[src/rtl/gpb_pkg.sv]
package gpb_pkg;
    localparam int ADDR_W = 4;

    typedef enum logic [ADDR_W-1:0] {
        RA_DIR  = 4'd0,
        RA_OSET = 4'd1,
        RA_OCLR = 4'd2,
        RA_IN   = 4'd3,
        RA_RSET = 4'd4,
        RA_RCLR = 4'd5,
        RA_FSET = 4'd6,
        RA_FCLR = 4'd7,
        RA_STS  = 4'd8,
        RA_BEN  = 4'd9
    } reg_addr_e;

    typedef struct packed {
        logic dir;
        logic oset;
        logic oclr;
        logic rset;
        logic rclr;
        logic fset;
        logic fclr;
        logic sts_clr;
        logic ben;
    } wr_dec_t;

    function automatic wr_dec_t decode_write(input logic we, input logic [ADDR_W-1:0] a);
        wr_dec_t d;
        d = '0;
        if (we) begin
            case (a)
                RA_DIR:  d.dir     = 1'b1;
                RA_OSET: d.oset    = 1'b1;
                RA_OCLR: d.oclr    = 1'b1;
                RA_RSET: d.rset    = 1'b1;
                RA_RCLR: d.rclr    = 1'b1;
                RA_FSET: d.fset    = 1'b1;
                RA_FCLR: d.fclr    = 1'b1;
                RA_STS:  d.sts_clr = 1'b1;
                RA_BEN:  d.ben     = 1'b1;
                default: d         = '0;
            endcase
        end
        return d;
    endfunction
endpackage

[src/rtl/gpb_sync.sv]
module gpb_sync #(
    parameter int W = 32
) (
    input  logic         clk,
    input  logic         rst,
    input  logic [W-1:0] d,
    output logic [W-1:0] q_now,
    output logic [W-1:0] q_prev
);
    logic [W-1:0] meta;

    always_ff @(posedge clk) begin
        if (rst) begin
            meta   <= '0;
            q_now  <= '0;
            q_prev <= '0;
        end else begin
            meta   <= d;
            q_now  <= meta;
            q_prev <= q_now;
        end
    end
endmodule

[src/rtl/gpb_edge_stat.sv]
module gpb_edge_stat #(
    parameter int W = 32
) (
    input  logic         clk,
    input  logic         rst,
    input  logic [W-1:0] cur,
    input  logic [W-1:0] prev,
    input  logic [W-1:0] rise_en,
    input  logic [W-1:0] fall_en,
    input  logic         clr_we,
    input  logic [W-1:0] clr_mask,
    output logic [W-1:0] sts
);
    logic [W-1:0] hit;
    logic [W-1:0] wipe;

    always_comb begin
        hit  = (cur & ~prev & rise_en) | (~cur & prev & fall_en);
        wipe = clr_we ? clr_mask : '0;
    end

    // a new edge takes priority over a clear in the same cycle
    always_ff @(posedge clk) begin
        if (rst) sts <= '0;
        else     sts <= (sts & ~wipe) | hit;
    end
endmodule

[src/rtl/gpb_regs.sv]
module gpb_regs
    import gpb_pkg::*;
#(
    parameter int W  = 32,
    parameter int NB = 2
) (
    input  logic              clk,
    input  logic              rst,
    input  logic [ADDR_W-1:0] addr,
    input  logic              wr,
    input  logic [W-1:0]      wdata,
    input  logic [W-1:0]      lvl,
    input  logic [W-1:0]      sts,
    output logic [W-1:0]      rdata,
    output logic [W-1:0]      dir,
    output logic [W-1:0]      dout,
    output logic [W-1:0]      rise_en,
    output logic [W-1:0]      fall_en,
    output logic [NB-1:0]     ben,
    output logic              sts_clr
);
    wr_dec_t wd;

    always_comb wd = decode_write(wr, addr);
    assign sts_clr = wd.sts_clr;

    always_ff @(posedge clk) begin
        if (rst) begin
            dir     <= '1;
            dout    <= '0;
            rise_en <= '0;
            fall_en <= '0;
            ben     <= '0;
        end else begin
            if (wd.dir)  dir     <= wdata;
            if (wd.oset) dout    <= dout | wdata;
            if (wd.oclr) dout    <= dout & ~wdata;
            if (wd.rset) rise_en <= rise_en | wdata;
            if (wd.rclr) rise_en <= rise_en & ~wdata;
            if (wd.fset) fall_en <= fall_en | wdata;
            if (wd.fclr) fall_en <= fall_en & ~wdata;
            if (wd.ben)  ben     <= wdata[NB-1:0];
        end
    end

    always_comb begin
        case (addr)
            RA_DIR:           rdata = dir;
            RA_OSET, RA_OCLR: rdata = dout;
            RA_IN:            rdata = lvl;
            RA_RSET, RA_RCLR: rdata = rise_en;
            RA_FSET, RA_FCLR: rdata = fall_en;
            RA_STS:           rdata = sts;
            RA_BEN:           rdata = {{(W-NB){1'b0}}, ben};
            default:          rdata = '0;
        endcase
    end
endmodule

[src/rtl/gpbank_ctrl.sv]
module gpbank_ctrl
    import gpb_pkg::*;
#(
    parameter int DATA_W = 32,
    parameter int BANK_W = 16
) (
    input  logic                     clk,
    input  logic                     rst,
    input  logic [ADDR_W-1:0]        bus_addr,
    input  logic                     bus_wr,
    input  logic [DATA_W-1:0]        bus_wdata,
    output logic [DATA_W-1:0]        bus_rdata,
    input  logic [DATA_W-1:0]        pin_in,
    output logic [DATA_W-1:0]        pin_out,
    output logic [DATA_W-1:0]        pin_oe,
    output logic [DATA_W/BANK_W-1:0] bank_irq
);
    localparam int NBANK = DATA_W / BANK_W;

    logic [DATA_W-1:0] lvl_now, lvl_prev;
    logic [DATA_W-1:0] dir_q, rise_q, fall_q, irq_sts;
    logic [NBANK-1:0]  bank_en;
    logic              sts_clr_we;

    gpb_sync #(.W(DATA_W)) u_sync (
        .clk(clk), .rst(rst), .d(pin_in), .q_now(lvl_now), .q_prev(lvl_prev)
    );

    gpb_regs #(.W(DATA_W), .NB(NBANK)) u_regs (
        .clk(clk), .rst(rst), .addr(bus_addr), .wr(bus_wr), .wdata(bus_wdata),
        .lvl(lvl_now), .sts(irq_sts), .rdata(bus_rdata), .dir(dir_q),
        .dout(pin_out), .rise_en(rise_q), .fall_en(fall_q), .ben(bank_en),
        .sts_clr(sts_clr_we)
    );

    gpb_edge_stat #(.W(DATA_W)) u_edge (
        .clk(clk), .rst(rst), .cur(lvl_now), .prev(lvl_prev),
        .rise_en(rise_q), .fall_en(fall_q), .clr_we(sts_clr_we),
        .clr_mask(bus_wdata), .sts(irq_sts)
    );

    assign pin_oe = ~dir_q;

    for (genvar b = 0; b < NBANK; b++) begin : g_bank
        assign bank_irq[b] = bank_en[b] & (|irq_sts[b*BANK_W +: BANK_W]);
    end
endmodule

[config.mk]
export PLATFORM = sky130hd
export DESIGN_NAME = gpbank_ctrl
export DESIGN_NICKNAME = d
export VERILOG_FILES = /design/src/rtl/gpb_pkg.sv /design/src/rtl/gpb_sync.sv /design/src/rtl/gpb_edge_stat.sv /design/src/rtl/gpb_regs.sv /design/src/rtl/gpbank_ctrl.sv
export SDC_FILE = /design/constraint.sdc
export NUM_CORES = 1
export LEC_CHECK = 0
export BUFFER_PORTS_ARGS = -buffer_cell sky130_fd_sc_hd__buf_2
export CORE_MARGIN = 5
export CORE_UTILIZATION = 57
export DETAILED_ROUTE_END_ITERATION = 10
export GPL_TIMING_DRIVEN = 0
export PLACE_DENSITY = 0.8
export SLEW_MARGIN = 25
export SYNTH_ARGS = -nofsm -noshare
export SYNTH_HDL_FRONTEND = slang
export SYNTH_SLANG_ARGS = --single-unit
[constraint.sdc]
create_clock -name clk -period 1.59 [get_ports clk]
set_input_delay 0.0795 -clock clk [delete_from_list [all_inputs] [get_ports clk]]
set_output_delay 0.0795 -clock clk [all_outputs]
set_load 0.01 [all_outputs]
==> flow_summary.toml, run 1 <==
[clock_network]
numCtsBuffers = 27
cts_max_level = 1
clock_path_buffers = 3
clkLatencyLatePin_ns = 0.54
cts.sinks = 258
clk_pin_slew_worst_paths_ns = 0.07
cts_root_buf = "clkbuf_16"
cts_tree = "done"

[setup_path]
worstPathCellList = "nor4_4, a41oi_2, buf_2"
required_ns = 1.51
crit_slowest_cell = "nor4_4"
crit-reg2reg-launch = "u_sync.q_now[27]"
arrival_ns = 1.67
critPathKind = "register to output pin"
crit_fanout = 3
cp-start-kind = "register"
end_kind = "output pin"
worst_r2r_path_depth = 4
rrSetupSlack_ns = 0.61
slowest_delay_ns = 0.42
timing.rr.end = "u_edge.sts[27]"

[synth]
postSynthCellCount = 1160
synth.distinct_cells = 46
synth_edf_count = 0
syn_avg_cell_area_um2 = 9.870
synthesis.nets = 1231
synth_seq_area_share_pct = 45.11
synth_seq_cells = 258
synth_ff_type = "dfxtp_1"
synthesis.yosys.warnings = 0
syn_area_um2 = 11450
synthArstFlopShare_pct = 0

[power]
ir_drop_v = 0.0008048
pwr-share-seq_pct = 44.4
switching_share_pct = 25.99
netSwitchingPower_mw = 3.961
p_int_mw = 11.28
comb_power_share_pct = 11.8
leakagePower_nw = 5.660
power.density_nw_per_um2 = 1036
p_clk_share_pct = 43.8

[global_routing]
grt_pass1_wl_mm = 64.21
grt_max_degree = 15
gr-total-overflow = 0
grt_use_total_pct = 36.38
antenna_found_initial = 1
first_global_vias = 10990

[status]
violations = "setup timing"
status = "complete, but fails checks"

[final_layout]
antenna_cells = 0
nets = 1470
drive_gt1_share_pct = 32.72
nFillCells = 1343
synthToLayoutAreaGrowth_pct = 28.58
finalInstanceArea_um2 = 14720
fin_util_pct = 75.15

[timing]
setup_slack_ns = -0.1612
tns_ns = -0.7947
setup_viol = 18
fmax_ghz = 0.5710
final_hold_viol_count = 0
fin_crit_sh_pct = 110.1
fin_crit_ns = 1.751
fin_skew_ns = 0.009788
max_slew.worst_pin.slew_ns = 1.014
drv_slew = 0
rsz0062_at_grt = "true"
slew_headroom_pct = 32.40

[floorplan]
die_area_um2 = 23020
dieWidth_um = 151.7
rows = 51
io_pins = 169
initial_core_util_pct = 58.45
die_y_um = 151.7
coreArea_um2 = 19590

[worst_hold_path]
min-delay-start = "bus_addr[2]"
hold_depth = 4
hold_class = "input pin to register"

[routing]
route.detailed.drc = 0
dr.first_iter.drc_count = 1569
drt-pass1-iter-count = 6
vias_per_cell = 6.863
post_drt_wl_per_cell_um = 25.89
finalWirelength_mm = 43.57
ant_nets = 0
vias = 11550

[place]
portBuffers = 134
place_area_um2 = 12450
gp_congestion = 0.9397
dpl.hpwl_mm = 28.04

[flow_run]
drv_cap = 0
==> cell usage after synthesis, types with 3 or more instances <==
| cell | count | share of area [%] |
|---|---|---|
| nor2b_1 | 97 | 5.3 |
| nor3b_1 | 22 | 1.4 |
| nor4_1 | 9 | 0.49 |
| o221ai_1 | 30 | 2.3 |
| a21oi_1 | 129 | 5.6 |
| o31ai_2 | 30 | 3.3 |
| buf_6 | 15 | 1.5 |
| nand3b_1 | 67 | 4.4 |
| a211oi_2 | 30 | 3.3 |
| inv_1 | 68 | 2.2 |
| a311o_1 | 32 | 2.8 |
| nor2_1 | 3 | 0.098 |
| a32oi_1 | 13 | 0.99 |
| dfxtp_1 | 258 | 45 |
| clkbuf_1 | 54 | 1.8 |
| buf_4 | 30 | 2.0 |
| and3b_1 | 12 | 0.92 |
| a31oi_1 | 65 | 3.6 |
| a22oi_1 | 49 | 3.2 |
| buf_2 | 47 | 2.1 |
| a311oi_1 | 64 | 4.9 |
==> timing repair <==
action | in CTS | in global routing
hold buffers | 64 | 0
pin swaps | 10 | 15
setup endpoints to repair | 34 | 33
gates cloned | 1 | 0
setup buffers | 7 | 6
gates resized for setup | 82 | 78
endpoints found under the hold margin | 158 | 0
==> cells in the final DEF, fill, tap and decap left out, types with 11 or more instances in the layout <==
cell           count
nand3b_1          67
dlygate4sd3_1     64
a22oi_1           45
inv_1             68
a21oi_2           15
buf_2            167
a311oi_1          64
dfxtp_1          234
a211oi_2          30
nor3b_2           16
buf_4             50
o31ai_2           30
a311o_1           32
buf_6             20
and3b_1           11
a31oi_1           65
o221ai_2          20
clkbuf_1          41
nor2b_1           97
dfxtp_2           21
a21oi_1          114
clkbuf_16         27
==> metrics by stage <==
step / setup slack [ns] / total power [mW] / hold slack (ns) / std cells
2_1_floorplan: 0.3148 / 7.767 / 0.2077 / 1160
3_3_place_gp: -0.4625 / 8.319 / 0.2885 / 1559
3_5_place_dp: -0.4555 / 8.346 / 0.2916 / 1559
4_1_cts: -0.1133 / 15.03 / 0.04233 / 1677
5_1_grt: -0.1832 / 15.57 / 0.1037 / 1683
6_report: -0.1612 / 15.24 / 0.07003 / 1683
==> kinds of logic (layout without fill, tap and decap cells) <==
group / after synthesis / after routing / share of synthesized area (%)
DFF: 258 / 258 / 45.11
and+or+nand+nor: 228 / 228 / 14.06
xor gates and xnor gates: 1 / 1 / 0.2404
muxes: 2 / 2 / 0.1967
AOI/OAI and AO/OA: 454 / 454 / 30.78
buffers and inverters: 217 / 475 / 9.605
==> power groups by stage <==
stage	registers, mW	clock network (mW)	logic (mW)
4_1_cts	6.76	6.63	1.64
6_report	6.77	6.68	1.80
5_1_grt	6.78	6.93	1.86
3_5_place_dp	6.90	0	1.44
3_3_place_gp	6.89	0	1.42
2_1_floorplan	6.87	0	0.901
==> critical path, delay by kind of cell (launching register included) <==
| family | cells | cell delay, ns |
|---|---|---|
| AO/OA/AOI/OAI | 1 | 0.19 |
| flip-flops | 1 | 0.35 |
| buffers and inverters | 1 | 0.18 |
| AND/OR/NAND/NOR | 1 | 0.42 |
==> area by class of cell <==
| cell class | instances | area [um^2] | share of cell area (%) |
|---|---|---|---|
| multi-input combinational | 685 | 5613 | 38.13 |
| sequential | 258 | 5202 | 35.34 |
| timing repair buffer | 212 | 1429 | 9.706 |
| buffer | 147 | 959.7 | 6.519 |
| clock buffer | 34 | 752.0 | 5.108 |
| tap | 265 | 331.6 | 2.252 |
| inverter | 68 | 255.2 | 1.734 |
| clock inverter | 14 | 178.9 | 1.215 |
==> metal layers <==
layer  vias to the layer above  global-route usage [%]  wire length, um
met5                         -                       0                0
met4                         0                   19.09             2457
met3                       217                   10.92             6412
met2                       978                   54.04            18890
met1                      5484                   47.76            15810
li1                       4872                       -                -
==> worst max-delay path by stage <==
| stage | from | end | slack [ns] | depth (start not counted) |
|---|---|---|---|---|
| final | u_edge.sts[18] | bank_irq[1] | -0.16 | 3 |
| after global routing | u_edge.sts[18] | bank_irq[1] | -0.18 | 3 |
| after global placement | bus_addr[3] | bus_rdata[31] | -0.46 | 7 |
| after detailed placement | bus_addr[3] | bus_rdata[31] | -0.46 | 7 |
| after CTS | u_edge.sts[0] | bus_rdata[0] | -0.11 | 4 |
| after floorplan | bus_addr[2] | bus_rdata[11] | 0.31 | 6 |
Note: power is estimated with default switching activity, not from simulation.
==> run 2, diff against run 1 <==
RECOVER_POWER = 25   (was default)
==> flow_summary.toml, run 2 (synthesis gave the netlist of run 1 again) <==
[routing]
route.detailed.drc = 0
post_drt_wl_per_cell_um = 25.85
drt-pass1-iter-count = 6
dr.first_iter.drc_count = 1742
vias_per_cell = 6.775
vias = 11420
ant_nets = 0
finalWirelength_mm = 43.56

[timing]
final_hold_viol_count = 0
fin_skew_ns = 0.01009
fmax_ghz = 0.5739
fin_crit_sh_pct = 109.6
slew_headroom_pct = 31.77
rsz0062_at_grt = "true"
drv_slew = 0
setup_slack_ns = -0.1524
max_slew.worst_pin.slew_ns = 1.024
setup_viol = 16
fin_crit_ns = 1.742

[setup_path]
crit_fanout = 3
crit_slowest_cell = "dfxtp_2"
rrSetupSlack_ns = 0.61
path_delay_family = "flip-flops"
crit_buf_inv = 1
worst-path-stages = 4
slowest_delay_ns = 0.34
required_ns = 1.51
arrival_ns = 1.66
worst_r2r_path_depth = 3
end_kind = "output pin"
cp-start-kind = "register"
critPathKind = "register to output pin"
worstPathCellList = "mux2_2, a32oi_2, o211ai_1, buf_2"

[clock_network]
cts_root_buf = "clkbuf_16"
numCtsBuffers = 27
cts_max_level = 1
cts.sinks = 258
clkLatencyLatePin_ns = 0.54
cts_tree = "done"
clock_path_buffers = 3
clk_pin_slew_worst_paths_ns = 0.06

[place]
dp_slack_ns = -0.4555
dpl.hpwl_mm = 28.04
portBuffers = 134
gp_congestion = 0.9397
place_area_um2 = 12450

[floorplan]
die_area_um2 = 23020
initial_core_util_pct = 58.45
rows = 51
die_y_um = 151.7
coreArea_um2 = 19590
io_pins = 169
dieWidth_um = 151.7

[power]
netSwitchingPower_mw = 3.958
ir_drop_v = 0.0008005
pwr-share-seq_pct = 44.4
p_clk_share_pct = 43.8
switching_share_pct = 25.97
power.density_nw_per_um2 = 1036
comb_power_share_pct = 11.8
leakagePower_nw = 5.652
p_int_mw = 11.28

[global_routing]
grt_pass1_wl_mm = 64.21
first_global_vias = 10990
grt_use_total_pct = 36.38
gr-total-overflow = 0
grt_max_degree = 15
antenna_found_initial = 1

[final_layout]
synthToLayoutAreaGrowth_pct = 28.51
nets = 1470
mostFrequentLayoutCell = "dfxtp_1"
finalInstanceArea_um2 = 14710
drive_gt1_share_pct = 32.44
layout_common_cells = "dfxtp_1, buf_2, a21oi_1"

[worst_hold_path]
hold_depth = 4
hold_class = "input pin to register"

[status]
violations = "setup timing"
status = "complete, but fails checks"

[flow_run]
drv_cap = 0
-- run 2: power by group through the flow --
stage / sequential, mW / combinational, mW / clock (mW)
6_report: 6.77 / 1.79 / 6.68
5_1_grt: 6.78 / 1.85 / 6.93
4_1_cts: 6.76 / 1.64 / 6.63
3_5_place_dp: 6.90 / 1.44 / 0
3_3_place_gp: 6.89 / 1.42 / 0
2_1_floorplan: 6.87 / 0.901 / 0
-- run 2: per-layer routing --
metal / vias up / global-route usage (%) / routed length (um)
li1: 4858 / - / -
met1: 5401 / 47.76 / 16080
met2: 957 / 54.04 / 18970
met3: 200 / 10.92 / 6076
met4: 0 / 19.09 / 2428
met5: - / 0 / 0
-- run 2: final timing paths --
check | from | endpoint
hold reg to reg | u_sync.meta[2] | u_sync.q_now[2]
setup / recovery | u_edge.sts[0] | bus_rdata[0]
hold / removal | bus_wr | u_regs.ben[1]
setup reg to reg | u_regs.dir[27] | u_regs.dir[27]
-- run 2: per-stage QoR --
stage               hold WS, ns  total power [mW]  TNS [ns]  std cells  utilization (%)
floorplan                0.2077             7.767         0       1160                -
global placement         0.2885             8.319    -18.21       1559            63.56
detailed placement       0.2916             8.346    -17.56       1559            63.57
CTS                     0.04233             15.03   -0.4195       1677            73.25
global route             0.1059             15.57    -1.596       1683            75.08
finish                  0.09733             15.24   -0.9281       1685            75.11
-- run 2: tightest hold or removal path, cell delays in order --
cell and delay [ns]:
buf_2 0.15, and2_1 0.19, nand4_1 0.10, a21oi_1 0.06
-- run 2: repair_timing --
| action | 4_1_cts | 5_1_grt |
|---|---|---|
| gates resized for setup | 82 | 78 |
| gates cloned | 1 | 0 |
| pin swaps | 10 | 15 |
| setup endpoints to repair | 34 | 33 |
| hold buffers | 64 | 0 |
| buffers inserted | 7 | 6 |
| hold endpoints to repair | 158 | 0 |
-- run 2: area by class of cell --
cell class	count	area (um^2)
Multi-Input combinational cell	685	5603
Sequential cell	258	5201
Fill cell	1342	4876
Timing Repair Buffer	212	1429
Buffer	147	958.4
Clock buffer	34	752.0
Tap cell	265	331.6
Inverter	68	255.2
Clock inverter	14	178.9
Antenna cell	2	5.005
